===== src/rtl/rtp_pkg.sv =====
package rtp_pkg;
    typedef enum logic [1:0] {
        ST_ADDR = 2'd0,
        ST_LOAD = 2'd1,
        ST_DATA = 2'd2
    } rtp_state_e;
endpackage


===== src/rtl/rtp_sync.sv =====
module rtp_sync #(
    parameter int WIDTH = 1,
    parameter int STAGES = 2,
    parameter logic [WIDTH-1:0] RESET_VAL = '0
) (
    input  logic             clk,
    input  logic             rst_n,
    input  logic [WIDTH-1:0] d,
    output logic [WIDTH-1:0] q
);
    logic [STAGES-1:0][WIDTH-1:0] stage_q;

    generate
        if (STAGES == 1) begin : g_single
            always_ff @(posedge clk or negedge rst_n) begin
                if (!rst_n) stage_q[0] <= RESET_VAL;
                else        stage_q[0] <= d;
            end
        end else begin : g_chain
            always_ff @(posedge clk or negedge rst_n) begin
                if (!rst_n) stage_q <= {STAGES{RESET_VAL}};
                else        stage_q <= {stage_q[STAGES-2:0], d};
            end
        end
    endgenerate

    assign q = stage_q[STAGES-1];
endmodule


===== src/rtl/rtp_rom.sv =====
module rtp_rom #(
    parameter int ADDR_W = 8,
    parameter int DATA_W = 16
) (
    input  logic [ADDR_W-1:0] addr,
    output logic [DATA_W-1:0] word
);
    localparam logic [ADDR_W-1:0] TOP_ADDR = '1;

    logic [31:0] mix;

    always_comb begin
        mix = (32'(addr) * 32'd37 + 32'd11) ^ (32'(addr) << (DATA_W / 2));
        if (addr == '0) begin
            word = '1;
        end else if (addr == TOP_ADDR) begin
            for (int i = 0; i < DATA_W; i++) word[i] = 1'(i % 2);
        end else begin
            word = mix[DATA_W-1:0];
        end
    end
endmodule


===== src/rtl/rtp_loopback.sv =====
module rtp_loopback #(
    parameter int LINKS = 4
) (
    input  logic             pad_test_en,
    input  logic [LINKS-1:0] link_in,
    input  logic [LINKS-1:0] core_link_out,
    output logic [LINKS-1:0] link_out
);
    generate
        for (genvar g = 0; g < LINKS; g++) begin : g_lane
            assign link_out[g] = pad_test_en ? ~link_in[g] : core_link_out[g];
        end
    endgenerate
endmodule


===== src/rtl/rom_test_port.sv =====
module rom_test_port
    import rtp_pkg::*;
#(
    parameter int ADDR_W      = 8,
    parameter int DATA_W      = 16,
    parameter int LINKS       = 4,
    parameter int SYNC_STAGES = 2
) (
    input  logic             clk,
    input  logic             rst_n,
    input  logic             pad_test_en,
    input  logic             rom_test_en,
    input  logic             test_sclk,
    input  logic             test_sdi,
    input  logic             load_n,
    output logic             test_sdo,
    input  logic [LINKS-1:0] link_in,
    input  logic [LINKS-1:0] core_link_out,
    output logic [LINKS-1:0] link_out
);
    localparam int                NPINS = 5;
    localparam int                CNT_W = (DATA_W > 2) ? $clog2(DATA_W) : 1;
    localparam logic [CNT_W-1:0]  LAST  = CNT_W'(DATA_W - 1);
    // pin order: pad_en, rom_en, sclk, sdi, load_n (load_n idles high)
    localparam logic [NPINS-1:0]  PIN_RST = 5'b00001;

    logic [NPINS-1:0]  pins_raw, pins_s;
    logic              pad_s, rom_s, sclk_s, sdi_s, ld_s;
    logic              sclk_prev, ld_prev;
    logic              test_on, clk_rise, ld_fall, load_fire;
    rtp_state_e        st_q, st_d;
    logic [ADDR_W-1:0] addr_q, addr_d;
    logic [DATA_W-1:0] data_q, data_d, rom_word;
    logic [CNT_W-1:0]  cnt_q, cnt_d;

    assign pins_raw = {pad_test_en, rom_test_en, test_sclk, test_sdi, load_n};

    rtp_sync #(.WIDTH(NPINS), .STAGES(SYNC_STAGES), .RESET_VAL(PIN_RST)) u_sync (
        .clk  (clk),
        .rst_n(rst_n),
        .d    (pins_raw),
        .q    (pins_s)
    );

    assign {pad_s, rom_s, sclk_s, sdi_s, ld_s} = pins_s;

    rtp_rom #(.ADDR_W(ADDR_W), .DATA_W(DATA_W)) u_rom (
        .addr(addr_q),
        .word(rom_word)
    );

    rtp_loopback #(.LINKS(LINKS)) u_loop (
        .pad_test_en  (pad_test_en),
        .link_in      (link_in),
        .core_link_out(core_link_out),
        .link_out     (link_out)
    );

    // edge detection on synchronized pin levels
    always_ff @(posedge clk or negedge rst_n) begin
        if (!rst_n) begin
            sclk_prev <= 1'b0;
            ld_prev   <= 1'b1;
        end else begin
            sclk_prev <= sclk_s;
            ld_prev   <= ld_s;
        end
    end

    assign test_on   = pad_s & rom_s;
    assign clk_rise  = sclk_s & ~sclk_prev;
    assign ld_fall   = ~ld_s & ld_prev;
    assign load_fire = test_on & ld_fall & ~sclk_s & (st_q != ST_LOAD);

    // state register and datapath registers
    always_ff @(posedge clk or negedge rst_n) begin
        if (!rst_n) begin
            st_q   <= ST_ADDR;
            addr_q <= '0;
            data_q <= '0;
            cnt_q  <= '0;
        end else begin
            st_q   <= st_d;
            addr_q <= addr_d;
            data_q <= data_d;
            cnt_q  <= cnt_d;
        end
    end

    // transitions and register updates
    always_comb begin
        st_d   = st_q;
        addr_d = addr_q;
        data_d = data_q;
        cnt_d  = cnt_q;
        if (test_on) begin
            unique case (st_q)
                ST_ADDR: begin
                    if (load_fire) begin
                        st_d   = ST_LOAD;          // load-capture
                        data_d = rom_word;
                    end else if (clk_rise) begin
                        addr_d = {sdi_s, addr_q[ADDR_W-1:1]};
                    end
                end
                ST_LOAD: begin
                    if (ld_s) begin
                        st_d  = ST_DATA;           // strobe-release
                        cnt_d = '0;
                    end
                end
                ST_DATA: begin
                    if (load_fire) begin
                        st_d   = ST_LOAD;          // load-capture (reload)
                        data_d = rom_word;
                    end else if (clk_rise) begin
                        data_d = data_q >> 1;
                        if (cnt_q == LAST) begin
                            st_d  = ST_ADDR;       // word-done
                            cnt_d = '0;
                        end else begin
                            cnt_d = cnt_q + 1'b1;
                        end
                    end
                end
                default: st_d = ST_ADDR;
            endcase
        end
    end

    // output process
    always_comb begin
        test_sdo = data_q[0];
    end

    p_loop_r1: assert property (@(posedge clk) disable iff (!rst_n)
        pad_test_en |-> (link_out == ~link_in));

    p_freeze_r2: assert property (@(posedge clk) disable iff (!rst_n)
        !test_on |=> ($stable(data_q) && $stable(addr_q) && $stable(st_q)));

    p_load_r4: assert property (@(posedge clk) disable iff (!rst_n)
        load_fire |=> (data_q == $past(rom_word) && st_q == ST_LOAD));

    p_ignore_r5: assert property (@(posedge clk) disable iff (!rst_n)
        (ld_fall && sclk_s && !clk_rise) |=> $stable(data_q));

    p_shift_r6: assert property (@(posedge clk) disable iff (!rst_n)
        (test_on && st_q == ST_DATA && clk_rise) |=> (data_q == ($past(data_q) >> 1)));

    p_done_r6: assert property (@(posedge clk) disable iff (!rst_n)
        (test_on && st_q == ST_DATA && clk_rise && cnt_q == LAST) |=> (st_q == ST_ADDR));

    p_addr_hold_r7: assert property (@(posedge clk) disable iff (!rst_n)
        !(test_on && st_q == ST_ADDR && clk_rise) |=> $stable(addr_q));
endmodule


===== config.mk =====
export PLATFORM = sky130hd
export DESIGN_NAME = rom_test_port
export DESIGN_NICKNAME = d
export VERILOG_FILES = /design/src/rtl/rtp_pkg.sv /design/src/rtl/rtp_sync.sv /design/src/rtl/rtp_rom.sv /design/src/rtl/rtp_loopback.sv /design/src/rtl/rom_test_port.sv
export SDC_FILE = /design/constraint.sdc
export NUM_CORES = 1
export LEC_CHECK = 0
export BUFFER_PORTS_ARGS = -buffer_cell sky130_fd_sc_hd__buf_2
export CAP_MARGIN = 15
export CELL_PAD_IN_SITES_DETAIL_PLACEMENT = 0
export CELL_PAD_IN_SITES_GLOBAL_PLACEMENT = 1
export CORE_ASPECT_RATIO = 0.6
export CORE_MARGIN = 4
export CORE_UTILIZATION = 53
export CTS_BUF_LIST = sky130_fd_sc_hd__clkbuf_2
export CTS_CLUSTER_DIAMETER = 40
export DETAILED_ROUTE_END_ITERATION = 6
export HOLD_SLACK_MARGIN = 0.12
export PLACE_DENSITY = 0.89
export SKIP_CTS_REPAIR_TIMING = 1
export SYNTH_ARGS = -nofsm -noshare
export SYNTH_HDL_FRONTEND = slang
export SYNTH_SLANG_ARGS = --single-unit
export TNS_END_PERCENT = 20

===== constraint.sdc =====
create_clock -name clk -period 9.6 [get_ports clk]
set_clock_uncertainty 0.2 [all_clocks]
set_input_delay 0.48 -clock clk [delete_from_list [all_inputs] [get_ports clk]]
set_output_delay 0.48 -clock clk [all_outputs]
set_load 0.01 [all_outputs]

==> metrics.md <==
| Metric | Value |
|---|---|
| Status | `complete, no violations` |
| Number of global-route vias before repair | `2081` |
| Buffers on Ports | `19` |
| Asr flop ratio synth | `1.000` |
| Worst Slack Setup Final | `5.925 ns` |
| Fin crit share | `0.3828` |
| Critical Path AT | `3.76 ns` |
| Largest net degree at the start of global routing | `43` |
| Post-DP HPWL | `4.448 mm` |
| Post-Synthesis Cells | `280` |
| CORE AREA | `5055 um2` |
| H-tree Lvls | `2` |
| IO Count | `20` |
| ANT nets after route | `0` |
| Setup crit start kind | `flop` |
| Yosys Warn Count | `0` |
| 1st-iter DRT viols | `150` |
| Routed WL per cell | `15.70 um` |
| Skew-Pair Late Insertion Delay | `0.40 ns` |
| Power Density | `234.1 nW/um2` |
| Die area | `6501 um2` |
| Clock sink count | `42` |
| DRT Wirelength | `5.841 mm` |
| Row count | `20` |
| Total power | `715.5 uW` |
| Fin Setup TNS | `0 ns` |
| Initial antenna violation count | `0` |
| Post-synthesis register bit count | `42` |
| Number of inserted diodes | `0` |
| RD Place Congestion | `0.7948` |
| Layout cell share with drive strength beyond 1 | `0.1307` |
| Dpl ws | `5.927 ns` |
| CTS root buffer | `clkbuf_2` |
| First-pass GRT wire length | `10.12 mm` |
| Number of flops mapped to enable cells by yosys | `0` |
| CP Data Required Time | `9.69 ns` |
| Leak pwr | `0.001492 uW` |
| Syn avg cell area | `9.920 um2` |
| Final Slew Violations | `0` |
| Hold path depth | `0` |
| RSZ-0062 raised after global routing | `false` |
| Pre-antenna DRT Iters | `4` |
| Max Cap Viol | `0` |
| CTS tree | `done` |
| Final setup violation count | `0` |
| Placed cells | `358` |
| Vias | `2136` |
| Primary FF master, synth | `dfrtp_1` |
| Initial Util | `0.5495` |
| Die span in y | `64.08 um` |
| CP Class | `reg -> reg` |
| Num CTS Buffers | `5` |
| Total grt overflow | `0` |
| Gr usage total | `0.1990` |
| Distinct cells, synth | `47` |
| Hold Crit Class | `reg -> reg` |
| DR DRC count | `0` |
| Maximum clock rate | `0.2721 GHz` |
| Final hold vios | `0` |
| Worst slew pin tran | `0.9045 ns` |
| CP endpoint kind | `flop` |
| Fillers | `451` |
| R2R cell count | `10` |
| Fin util | `0.6047` |
| Cell area after synthesis | `2778 um2` |
| Register-to-register setup slack | `5.93 ns` |
| Worst VDD drop | `96.97 uV` |
| Die width | `101.5 um` |
| CTS clk-pin slew, worst paths | `0.22 ns` |
| Clk buf depth | `2` |
| Final instance count without filler cells | `372` |
| Syn_nets | `337` |
| DR vias/cell | `5.742` |
| Nets@finish | `362` |
| CP Max Fanout | `8` |
| P&R area growth vs syn | `10.04%` |
| Worst slew margin | `0.3970` |
| Seq/Total Area, Yosys | `0.3797` |
| Final worst path period need | `3.675 ns` |
==> worst paths after layout <==
check,from,end
min reg2reg,u_sync.stage_q[0]$_DFF_PN1_,u_sync.q[0]$_DFF_PN1_
min in group asynchronous,rst_n,cnt_q[3]$_DFFE_PN0P_
max,addr_q[4]$_DFFE_PN0P_,data_q[11]$_DFFE_PN0P_
max reg2reg,addr_q[4]$_DFFE_PN0P_,data_q[11]$_DFFE_PN0P_
min,u_sync.stage_q[0]$_DFF_PN1_,u_sync.q[0]$_DFF_PN1_
max in group asynchronous,rst_n,addr_q[6]$_DFFE_PN0P_
==> through the flow <==
stage	instance area [um2]	hold WS, ns
floorplan	2778	-0.01559
global placement	2929	0.1315
detailed placement	2929	0.1435
CTS	2997	-0.08100
global route	3057	0.1694
finish	3057	0.1550
==> kinds of logic after synthesis <==
logic type | count (synthesis) | synth area share
simple gates | 71 | 0.1261
fa+ha+maj | 42 | 0.2000
compound gates | 78 | 0.1761
xor+xnor | 13 | 0.04099
mux | 12 | 0.04595
flops | 42 | 0.3797
buf+inv | 22 | 0.03108
==> layer usage <==
layer	part of all wire	wire length, um	vias to the layer above	GRT usage
li1	-	-	1083	-
met1	0.54	3176	1020	0.3198
met2	0.41	2403	31	0.2695
met3	0.042	244	2	0.04689
met4	0.0029	17	0	0.03483
met5	0	0	-	0
==> critical path: stages, from the launching register on <==
cell and delay (ns):
dfrtp_1 0.53, ha_1 0.34, ha_1 0.30, fa_1 0.49, ha_1 0.31, ha_1 0.32
o21ai_0 0.12, a221oi_1 0.50, o22ai_1 0.19, xnor2_1 0.18, a31oi_1 0.09
==> power by group <==
part | internal [uW] | switching (uW) | total [uW]
combinational | 147 | 188 | 334
clock | 45.1 | 58.1 | 103
sequential | 225 | 52.9 | 278
==> cell type report <==
cell class              count  area [um2]  share of cell area
well taps                  66       82.58             0.02702
repair buffers             26       162.7             0.05321
clock inverters             2       37.54             0.01228
multi-input cells         216        1637              0.5354
flip-flops and latches     42        1055              0.3451
clock buffers               6       30.03            0.009824
inverters                  14       52.55             0.01719
==> sequential cells by signal, indices dropped and copies added (netlist names) <==
| register | cells |
|---|---|
| sclk_prev | 1 |
| data_q | 16 |
| u_sync.q | 5 |
| addr_q | 8 |
| ld_prev | 1 |
| u_sync.stage_q | 5 |
| st_q | 2 |
| cnt_q | 4 |
==> synthesized netlist by cell type, drive strengths merged (3+ instances only) <==
| master | number | area share |
|---|---|---|
| a21oi | 15 | 0.027 |
| a22oi | 3 | 0.0081 |
| buf | 3 | 0.0054 |
| nor2 | 15 | 0.020 |
| o22ai | 6 | 0.014 |
| o21ai | 23 | 0.041 |
| ha | 38 | 0.17 |
| clkbuf | 5 | 0.0068 |
| dfstp | 3 | 0.028 |
| nand2 | 22 | 0.030 |
| mux2i | 6 | 0.022 |
| inv | 14 | 0.019 |
| a31oi | 5 | 0.011 |
| fa | 4 | 0.029 |
| nand3 | 9 | 0.016 |
| dfrtp | 39 | 0.35 |
| nor2b | 3 | 0.0068 |
| or2 | 3 | 0.0068 |
| xnor2 | 9 | 0.028 |
| xor2 | 4 | 0.013 |
| o32ai | 3 | 0.0095 |
| a21o | 3 | 0.0081 |
| nand2b | 3 | 0.0068 |
| nand4 | 3 | 0.0068 |
| o211ai | 4 | 0.011 |
| o31ai | 4 | 0.011 |
| mux2 | 6 | 0.024 |
==> cells in the final DEF (no fill, tap or decap), types with 4 or more instances in the layout <==
cell type / instances
o22ai_1: 6
a31oi_1: 5
mux2i_1: 6
a21oi_1: 15
buf_2: 19
mux2_2: 6
inv_1: 14
xnor2_1: 9
dlygate4sd3_1: 6
o21ai_0: 23
nor2_1: 15
fa_1: 4
xor2_1: 4
o211ai_1: 4
nand2_1: 22
ha_1: 38
nand3_1: 9
clkbuf_2: 6
o31ai_1: 4
dfrtp_1: 39
No activity file was read; power rests on OpenSTA's default activity.
